## src/rtl/sram_pkg.sv

```systemverilog
package sram_pkg;

    typedef enum logic [1:0] {
        OP_NONE,
        OP_READ,
        OP_WRITE
    } op_e;

    typedef enum logic [2:0] {
        PWR_RUN,
        PWR_SLEEP,
        PWR_WAKE_A,
        PWR_WAKE_B,
        PWR_WAKE_C
    } pwr_e;

    typedef enum logic {
        BST_OFF,
        BST_ON
    } bst_e;

    typedef enum logic [2:0] {
        CMD_HOLD,
        CMD_DESEL,
        CMD_START_CPU,
        CMD_START_CTL,
        CMD_NEXT,
        CMD_STAY
    } cmd_e;

    // Low two address bits for a burst beat.
    function automatic logic [1:0] burst_low(input logic [1:0] base,
                                             input logic [1:0] beat,
                                             input logic       linear);
        return linear ? 2'(base + beat) : (base ^ beat);
    endfunction

endpackage

```

## src/rtl/sram_power_fsm.sv

```systemverilog
module sram_power_fsm
    import sram_pkg::*;
(
    input  logic clk,
    input  logic rst_n,
    input  logic sleep,
    output pwr_e state_q,
    output logic awake
);

    pwr_e state_d;

    always_ff @(posedge clk or negedge rst_n) begin
        if (!rst_n) begin
            state_q <= PWR_RUN;
        end else begin
            state_q <= state_d;
        end
    end

    always_comb begin
        state_d = state_q;
        unique case (state_q)
            PWR_RUN:    state_d = sleep ? PWR_SLEEP : PWR_RUN;
            PWR_SLEEP:  state_d = sleep ? PWR_SLEEP : PWR_WAKE_A;
            PWR_WAKE_A: state_d = sleep ? PWR_SLEEP : PWR_WAKE_B;
            PWR_WAKE_B: state_d = sleep ? PWR_SLEEP : PWR_WAKE_C;
            PWR_WAKE_C: state_d = sleep ? PWR_SLEEP : PWR_RUN;
            default:    state_d = PWR_SLEEP;
        endcase
    end

    // An edge accepts commands only in RUN with sleep low.
    always_comb begin
        awake = (state_q == PWR_RUN) && !sleep;
    end

endmodule

```

## src/rtl/sram_burst_ctrl.sv

```systemverilog
module sram_burst_ctrl
    import sram_pkg::*;
#(
    parameter int AW    = 6,
    parameter int LANES = 4
) (
    input  logic             clk,
    input  logic             rst_n,
    input  logic             awake,
    input  logic [AW-1:0]    addr,
    input  logic             sel_n,
    input  logic             sel_hi,
    input  logic             sel2_n,
    input  logic             strobe_cpu_n,
    input  logic             strobe_ctl_n,
    input  logic             adv_n,
    input  logic             wr_all_n,
    input  logic             wr_en_n,
    input  logic [LANES-1:0] lane_wr_n,
    input  logic             linear_mode,
    output op_e              op_q,
    output logic [AW-1:0]    addr_q,
    output logic [LANES-1:0] lanes_q,
    output bst_e             bst_q,
    output logic [1:0]       cnt_q
);

    localparam int HI_W = AW - 2;

    cmd_e             cmd;
    logic [LANES-1:0] wr_lanes;
    logic             is_wr;
    logic             chips_ok;
    logic             any_strobe;
    logic [AW-1:0]    base_q;
    logic [AW-1:0]    base_d;
    logic [1:0]       cnt_d;
    bst_e             bst_d;
    op_e              op_d;
    logic [AW-1:0]    addr_d;
    logic [LANES-1:0] lanes_d;
    logic [HI_W-1:0]  base_hi;

    always_comb begin
        if (!wr_all_n) begin
            wr_lanes = '1;
        end else if (!wr_en_n) begin
            wr_lanes = ~lane_wr_n;
        end else begin
            wr_lanes = '0;
        end
        is_wr      = |wr_lanes;
        chips_ok   = !sel_n && sel_hi && !sel2_n;
        any_strobe = !strobe_cpu_n || !strobe_ctl_n;
    end

    // Classify the edge.
    always_comb begin
        if (!awake) begin
            cmd = CMD_HOLD;
        end else if (!sel_n && any_strobe) begin
            if (!chips_ok) begin
                cmd = CMD_DESEL;
            end else if (!strobe_cpu_n) begin
                cmd = CMD_START_CPU;
            end else begin
                cmd = CMD_START_CTL;
            end
        end else if (sel_n && !strobe_ctl_n) begin
            cmd = CMD_DESEL;
        end else if (bst_q == BST_ON) begin
            cmd = adv_n ? CMD_STAY : CMD_NEXT;
        end else begin
            cmd = CMD_HOLD;
        end
    end

    always_comb begin
        base_hi = base_q[AW-1:2];
        bst_d   = bst_q;
        base_d  = base_q;
        cnt_d   = cnt_q;
        op_d    = OP_NONE;
        addr_d  = addr_q;
        lanes_d = '0;
        unique case (cmd)
            CMD_HOLD: begin
                op_d = OP_NONE;
            end
            CMD_DESEL: begin
                bst_d = BST_OFF;
            end
            CMD_START_CPU: begin
                bst_d  = BST_ON;
                base_d = addr;
                cnt_d  = 2'd0;
                op_d   = OP_READ;
                addr_d = addr;
            end
            CMD_START_CTL: begin
                bst_d   = BST_ON;
                base_d  = addr;
                cnt_d   = 2'd0;
                op_d    = is_wr ? OP_WRITE : OP_READ;
                addr_d  = addr;
                lanes_d = wr_lanes;
            end
            CMD_NEXT: begin
                cnt_d   = 2'(cnt_q + 2'd1);
                op_d    = is_wr ? OP_WRITE : OP_READ;
                addr_d  = {base_hi, burst_low(base_q[1:0], cnt_d, linear_mode)};
                lanes_d = wr_lanes;
            end
            CMD_STAY: begin
                op_d    = is_wr ? OP_WRITE : OP_READ;
                addr_d  = {base_hi, burst_low(base_q[1:0], cnt_q, linear_mode)};
                lanes_d = wr_lanes;
            end
            default: begin
                op_d = OP_NONE;
            end
        endcase
    end

    always_ff @(posedge clk or negedge rst_n) begin
        if (!rst_n) begin
            bst_q   <= BST_OFF;
            base_q  <= '0;
            cnt_q   <= 2'd0;
            op_q    <= OP_NONE;
            addr_q  <= '0;
            lanes_q <= '0;
        end else begin
            bst_q   <= bst_d;
            base_q  <= base_d;
            cnt_q   <= cnt_d;
            op_q    <= op_d;
            addr_q  <= addr_d;
            lanes_q <= lanes_d;
        end
    end

endmodule

```

## src/rtl/sram_lane_array.sv

```systemverilog
module sram_lane_array
    import sram_pkg::*;
#(
    parameter int AW     = 6,
    parameter int LANES  = 4,
    parameter int LANE_W = 9
) (
    input  logic                    clk,
    input  logic                    rst_n,
    input  logic                    cap,
    input  logic [LANES*LANE_W-1:0] din,
    input  op_e                     op,
    input  logic [AW-1:0]           addr,
    input  logic [LANES-1:0]        lanes,
    output logic [LANES*LANE_W-1:0] rdata,
    output logic                    rvalid
);

    localparam int DEPTH  = 1 << AW;
    localparam int WORD_W = LANES * LANE_W;

    logic [WORD_W-1:0] din_q;

    always_ff @(posedge clk) begin
        if (cap) begin
            din_q <= din;
        end
    end

    always_ff @(posedge clk or negedge rst_n) begin
        if (!rst_n) begin
            rvalid <= 1'b0;
        end else begin
            rvalid <= (op == OP_READ);
        end
    end

    for (genvar g = 0; g < LANES; g++) begin : g_lane
        logic [LANE_W-1:0] mem [DEPTH];

        always_ff @(posedge clk) begin
            if (op == OP_WRITE && lanes[g]) begin
                mem[addr] <= din_q[g*LANE_W +: LANE_W];
            end
            if (op == OP_READ) begin
                rdata[g*LANE_W +: LANE_W] <= mem[addr];
            end
        end
    end

endmodule

```

## src/rtl/pipe_burst_sram.sv

```systemverilog
module pipe_burst_sram
    import sram_pkg::*;
#(
    parameter int AW     = 6,
    parameter int LANES  = 4,
    parameter int LANE_W = 9
) (
    input  logic                    clk,
    input  logic                    rst_n,
    input  logic [AW-1:0]           addr,
    input  logic                    sel_n,
    input  logic                    sel_hi,
    input  logic                    sel2_n,
    input  logic                    strobe_cpu_n,
    input  logic                    strobe_ctl_n,
    input  logic                    adv_n,
    input  logic                    wr_all_n,
    input  logic                    wr_en_n,
    input  logic [LANES-1:0]        lane_wr_n,
    input  logic                    linear_mode,
    input  logic                    oe_n,
    input  logic                    sleep,
    input  logic [LANES*LANE_W-1:0] din,
    output logic [LANES*LANE_W-1:0] dout,
    output logic                    dout_drive
);

    pwr_e             pwr_state;
    logic             awake;
    op_e              acc_op;
    logic [AW-1:0]    acc_addr;
    logic [LANES-1:0] acc_lanes;
    bst_e             burst_state;
    logic [1:0]       burst_cnt;
    logic             rvalid;

    sram_power_fsm u_pwr (
        .clk     (clk),
        .rst_n   (rst_n),
        .sleep   (sleep),
        .state_q (pwr_state),
        .awake   (awake)
    );

    sram_burst_ctrl #(.AW(AW), .LANES(LANES)) u_ctrl (
        .clk          (clk),
        .rst_n        (rst_n),
        .awake        (awake),
        .addr         (addr),
        .sel_n        (sel_n),
        .sel_hi       (sel_hi),
        .sel2_n       (sel2_n),
        .strobe_cpu_n (strobe_cpu_n),
        .strobe_ctl_n (strobe_ctl_n),
        .adv_n        (adv_n),
        .wr_all_n     (wr_all_n),
        .wr_en_n      (wr_en_n),
        .lane_wr_n    (lane_wr_n),
        .linear_mode  (linear_mode),
        .op_q         (acc_op),
        .addr_q       (acc_addr),
        .lanes_q      (acc_lanes),
        .bst_q        (burst_state),
        .cnt_q        (burst_cnt)
    );

    sram_lane_array #(.AW(AW), .LANES(LANES), .LANE_W(LANE_W)) u_array (
        .clk    (clk),
        .rst_n  (rst_n),
        .cap    (awake),
        .din    (din),
        .op     (acc_op),
        .addr   (acc_addr),
        .lanes  (acc_lanes),
        .rdata  (dout),
        .rvalid (rvalid)
    );

    always_comb begin
        dout_drive = rvalid && !oe_n && (pwr_state == PWR_RUN);
    end

endmodule

```

## config.mk

```make
export PLATFORM = sky130hd
export DESIGN_NAME = pipe_burst_sram
export DESIGN_NICKNAME = d
export VERILOG_FILES = /design/src/rtl/sram_pkg.sv /design/src/rtl/sram_power_fsm.sv /design/src/rtl/sram_burst_ctrl.sv /design/src/rtl/sram_lane_array.sv /design/src/rtl/pipe_burst_sram.sv
export SDC_FILE = /design/constraint.sdc
export NUM_CORES = 2
export LEC_CHECK = 0
export ABC_CLOCK_PERIOD_IN_PS = 5600
export BUFFER_PORTS_ARGS = -buffer_cell sky130_fd_sc_hd__buf_2
export CORE_MARGIN = 4
export CORE_UTILIZATION = 25
export CTS_CLUSTER_DIAMETER = 120
export CTS_CLUSTER_SIZE = 8
export DETAILED_ROUTE_END_ITERATION = 8
export GPL_ROUTABILITY_DRIVEN = 1
export HOLD_SLACK_MARGIN = 0.15
export MAX_ROUTING_LAYER = met4
export SLEW_MARGIN = 20
export SYNTH_ARGS = -nofsm -noshare
export SYNTH_HDL_FRONTEND = slang
export SYNTH_SLANG_ARGS = --single-unit
```

## constraint.sdc

```tcl
create_clock -name clk -period 5.6 [get_ports clk]
set_clock_uncertainty 0.15 [all_clocks]
set_input_delay 1.12 -clock clk [delete_from_list [all_inputs] [get_ports clk]]
set_output_delay 1.12 -clock clk [all_outputs]
set_load 0.05 [all_outputs]
```

* Word-level counts from Yosys, hierarchy flattened
Memory sizes are Yosys's and may differ from the RTL's. A register that Yosys moved wholly into a read port is not among the register bits.
Index checks and enable logic that the tools add are counted.
** Storage, ports and cells
- Register bits after elaboration :: 61
- Bits in latches :: 0
- Bits in writable memories :: 2304
- Bits in read-only memories :: 0
- Bits of input ports :: 59
- Logic and storage cells :: 86
- Memories kept :: 4
** Memories
- u_array.g_lane[0].mem :: words 64, bits a word 9, read ports 1, clocked after memory_dff 1, write ports 1, RTL line sram_lane_array.sv:39 : logic [LANE_W-1:0] mem [DEPTH];
- u_array.g_lane[1].mem :: words 64, bits a word 9, read ports 1, clocked after memory_dff 1, write ports 1, RTL line sram_lane_array.sv:39
- u_array.g_lane[2].mem :: words 64, bits a word 9, read ports 1, clocked after memory_dff 1, write ports 1, RTL line sram_lane_array.sv:39
- u_array.g_lane[3].mem :: words 64, bits a word 9, read ports 1, clocked after memory_dff 1, write ports 1, RTL line sram_lane_array.sv:39
** Operators by class
- Add/subtract/negate cells :: 3
- Multiply operators :: 0
- Div/mod/pow operators :: 0
- Magnitude comparators :: 0
- Equal/unequal tests :: 11
- Shifts and indexed selects :: 0
- Multiplexer cells :: 30
- Bitwise logic cells :: 3
- Reductions and logical operators :: 26
** Operators with widths (count)
- $mux 3 :: 6
- $pmux 6 s3 :: 1
- $eq 3x2->1 const B :: 4
- $mux 4 :: 3
- $pmux 3 s4 :: 1
- $logic_and 1x1->1 :: 11
- $mux 1 :: 11
- $mux 2 :: 5
- $eq 3x3->1 const B :: 3
- $pmux 2 s2 :: 2
- $eq 3x1->1 const B :: 2
- $logic_not 1->1 :: 6
- $add 2x2->2 :: 2
- $not 4->4 :: 1
- $reduce_bool 2->1 :: 2
- $reduce_or 2->1 :: 2
- $reduce_or 4->1 :: 1
- $xor 2x2->2 :: 2
- $logic_not 3->1 :: 1
- $reduce_bool 3->1 :: 1
- $reduce_or 3->1 :: 1
- $add 2x1->2 const B :: 1
- $eq 2x1->1 const B :: 1
- $eq 2x2->1 const B :: 1
- other kinds (2) :: 2

* Logic depth before layout (Yosys ltp)
- Depth after elaboration :: 9
- Gate-level depth with buffers :: 12

* Hierarchy
From an unflattened synthesis, not the netlist that was laid out.
** Second synthesis, totals
- Cell total of the unflattened synthesis :: 5241
- Area total of the unflattened synthesis :: 92045.8 µm²
** Modules (own cells, without submodules)
- sram_lane_array :: times used 1, cells an instance 5135, area each 90873.4 µm², seq. area each 71373.5 µm²
- sram_burst_ctrl :: times used 1, cells an instance 93, area each 1037.2 µm², seq. area each 525.5 µm²
- sram_power_fsm :: times used 1, cells an instance 11, area each 122.6 µm², seq. area each 75.1 µm²
- pipe_burst_sram :: times used 1, cells an instance 2, area each 12.5 µm², seq. area each 0.0 µm²

* Least setup slack after synthesis
Ideal clock, no wire load.
- Path kind :: input-to-reg
- Start :: in sleep
- End :: reg u_ctrl.op_q[1]
- Data arrival time :: 3332 ps
- Required time :: 5372 ps
- Slack :: 2040 ps
- Cell stages on the path :: 6
- Buffers on the path :: 1
- Path through :: or4_1 inv_1 and2_1 clkbuf_1 a21oi_1 a21oi_1
** On the way
- Word-level cells in the longest chain between the ends :: 6
- Elaborated cells between the ends (all ways) :: 9
- Classes of those cells :: 4 x eq/ne; 2 x mux; 3 x reduce/logical
** Ends and longest elaborated chain
- start, declared :: RTL line pipe_burst_sram.sv:22 : input logic sleep,
- $logic_not 1->1 * :: RTL line sram_power_fsm.sv:35 : awake = (state_q == PWR_RUN) && !sleep;
- $logic_and 1x1->1 * :: RTL line sram_power_fsm.sv:35
- net awake :: RTL line pipe_burst_sram.sv:29 : logic awake;
- $mux 3 * :: RTL line sram_burst_ctrl.sv:59 : if (!awake) begin
- $eq 3x2->1 / $eq 3x3->1 (equally long branches) :: RTL line sram_burst_ctrl.sv:86 : unique case (cmd)
- $reduce_or 3->1 (no line)
- $pmux 2 s2 * :: RTL line sram_burst_ctrl.sv:86
- net u_ctrl.op_d[1] :: RTL line sram_burst_ctrl.sv:39 : op_e op_d;
- end signal, assigned :: RTL line sram_burst_ctrl.sv:137 : op_q <= op_d;
- end, declared :: RTL line sram_burst_ctrl.sv:21 : output op_e op_q,
The timed path passes the listed nets; every way through them passes the cells marked *.
A chain may end at the register's enable or synchronous reset.

* Worst setup path after layout
- Start :: reg u_ctrl.addr_q[2]
- End :: mem u_array.g_lane[1].mem[14][6] (enable)
** RTL lines
- start, declared :: RTL line sram_burst_ctrl.sv:22 : output logic [AW-1:0] addr_q,
- start signal, assigned :: RTL line sram_burst_ctrl.sv:138 : addr_q <= addr_d;
- end, declared :: RTL line sram_lane_array.sv:39
No word-level cell before the write port.

==> out/metrics.yaml <==
place:
  dpl.hpwl_um: 185000
  dpl.cell_count: 10100
  port_buffers: 95
  gp_congestion: 0.857
  dpl_worst_slack_ps: 1390
clocking:
  insertion_delay_ps: 980
  cts_sinks: 2401
  cts_resized: 0
  cts_buffers: 350
  clock_path_buffers: 4
  root_buffer: "clkbuf_16"
  tritoncts: "built"
  htreeDepth: 5
  path_clk_slew_ps: 50
worst_setup_path:
  worstPathRequired_ps: 6060
  r2r_start: "u_ctrl.addr_q[2]"
  start_kind: "register"
  crit_top_cell: "buf_4"
  rr_worst_depth: 6
  reg2reg_slack_ps: 1250
  worstSetupEndpoint: "u_array.g_lane[1].mem[14][6]"
  setup.worst_path.end_class: "register"
  arrival_ps: 4800
  r2r-end: "u_array.g_lane[1].mem[14][6]"
  cp_max_fo: 53
  worstSetupPathType: "reg -> reg"
  critical-path-max-stage-delay_ps: 980
  cp_slowest_cell: "dfrtp_4"
  crit_start: "u_ctrl.addr_q[2]"
  cp_cell_sequence: "or2b_2 > nor2_4 > buf_4 > nand2_1 > nor2_1 > buf_4"
logic_synthesis:
  synth_top_flop_cell: "edfxtp_1"
  ys_types: 79
  netlist_area_sq_um: 93100
  syn_inst: 5054
  yosys_warnings: 0
  yosys.area.top_type: "edfxtp_1"
  synth-seq-cells: 2401
  synth_fp_nets: 5115
  synth_edf_count: 2376
  post-synth-top-area-fraction_pct: 76.7
  ys_seq_area_share_pct: 77.3
  synth.avg_cell_area_sq_um: 18.4
  ys_async_sr_fraction_pct: 1.04
  synth_area_leaders: "edfxtp_1 (77%), mux4_2 (4.4%), mux2i_1 (3.1%)"
floorplan:
  coreArea_sq_um: 370000
  die_w_um: 618
  die-area_sq_um: 382000
  start_util_pct: 25.2
  ios: 96
  rows: 223
  die_height_um: 618
timing:
  hold_viol_final: 0
  clock.fmax_ghz: 0.230
  rsz0062_at_grt: "no"
  relSlewSlack_pct: 21.9
  tns_ps: 0
  final_max_slew_viol_count: 0
  worst_pin_slew_ps: 1170
  fin_crit_sh_pct: 77.6
  setup_ws_ps: 1250
  period_needed_ps: 4350
  finalSetupViolations: 0
routing:
  wl_per_cell_um: 29.5
  antenna_left: 0
  first_iter_violations: 8847
  avgViaCountPerCell: 5.13
  detail_route.first_pass.iterations: 6
  drc: 0
  dr_total_vias: 53900
  routed_wl_um: 310000
cells_and_area:
  layout_commonest_cell: "edfxtp_1"
  final_cell_mix: "edfxtp_1 (2376), nor2_1 (362), clkbuf_16 (354)"
  num-fill-cells: 36100
  area_growth_pct: 17.8
  utilization_pct: 29.6
  multiInputGateArea_sq_um: 19100
  drive_gt1_share_pct: 21.4
  seqCellArea_sq_um: 72000
  nets: 5553
  final_cells: 10500
global_route:
  grt_usage_pct: 16.0
  grt_pass1_vias: 52600
  grt-ovfl-total: 0
  antenna_found_initial: 31
  grt_pass1_wl_um: 424000
  grt_max_degree: 112
power_and_ir_drop:
  power.density_nw_per_um2: 489
  peakVddDrop_mv: 0.629
  power.leakage_uw: 0.0343
status:
  status: "finished clean"
worst_hold_path:
  hp-class: "in -> reg"
run:
  drv_cap: 0
## worst max-delay path: cells and delay by family (launching register included)
family	cells	cell delay, ps
flops	1	980
simple gates	4	2100
buf+inv	2	740
## through the flow
step	instance area [sq um]	total power, uW	hold slack [ps]
final	110000	53600	191
after global routing	110000	54900	180
after CTS	109000	53500	154
after detailed placement	100000	35400	317
after global placement	100000	35200	314
after floorplan	93100	29500	295
## repair_timing
action	in CTS	in global routing
endpoints found under the hold margin	25	0
buffers inserted	0	0
hold buffers	1	0
## layout make-up
| class | count | area share, % |
|---|---|---|
| inverter | 11 | 0.0514 |
| tap | 4950 | 5.65 |
| timing repair buffer | 423 | 2.82 |
| clock buffer | 380 | 8.17 |
| antenna | 38 | 0.0868 |
| multi-input combinational | 2305 | 17.4 |
| clock inverter | 9 | 0.103 |
| sequential | 2401 | 65.7 |
## synth_stat cells, types with 25 or more instances
library cell / number
edfxtp_1: 2376
nor2_1: 381
mux2i_1: 289
a221oi_1: 201
nand2_1: 199
mux4_2: 181
a21oi_1: 156
a22oi_1: 151
mux2_2: 145
o21ai_0: 144
o22ai_1: 121
buf_2: 104
clkbuf_1: 100
buf_6: 56
a22o_1: 42
buf_4: 41
a221o_1: 34
dfrtp_1: 25
## per-layer routing
metal | global-route usage, % | wire length, um | vias to the layer above
li1 | - | - | 21400
met1 | 20.3 | 118000 | 28100
met2 | 23.8 | 141000 | 3772
met3 | 4.40 | 36000 | 673
met4 | 7.55 | 15200 | 0
met5 | - | 0 | -
## state kept, by name, indices dropped and copies added (netlist names)
register and count:
u_ctrl.base_q 6, u_array.din_q 36, u_ctrl.op_q 2, u_ctrl.lanes_q 4
u_array.rvalid 1, u_array.rdata 36, u_ctrl.cnt_q 2, u_ctrl.bst_q 1
u_pwr.state_q 3, u_ctrl.addr_q 6, u_array.g_lane.mem 2304
## power breakdown
group          switching (uW)  internal, uW  leakage (uW)
Clock                    7140         11100       0.00445
Combinational           10200          4820       0.00822
Sequential                321         20000        0.0217
## cells by family after synthesis
logic type               Yosys count  share of synthesized area, %
AO/OA/AOI/OAI                    971                          7.40
multiplexers                     633                          9.73
flip-flops                      2401                          77.3
AND/OR/NAND/NOR                  693                          3.15
adder cells (fa/ha/maj)            2                        0.0269
buffers and inverters            348                          2.31
XOR/XNOR                           6                        0.0565
## how the worst min path moves through the flow
stage	from	end	slack, ps	cells after the start
2_1_floorplan	u_ctrl.base_q[2]	u_ctrl.base_q[2]	290	2
3_3_place_gp	u_ctrl.base_q[2]	u_ctrl.base_q[2]	310	2
3_5_place_dp	u_ctrl.op_q[1]	u_array.rvalid	320	1
4_1_cts	din[28]	u_array.din_q[28]	150	1
5_1_grt	din[28]	u_array.din_q[28]	180	1
6_report	din[31]	u_array.din_q[31]	190	1
Note: power is estimated with default switching activity, not from simulation.
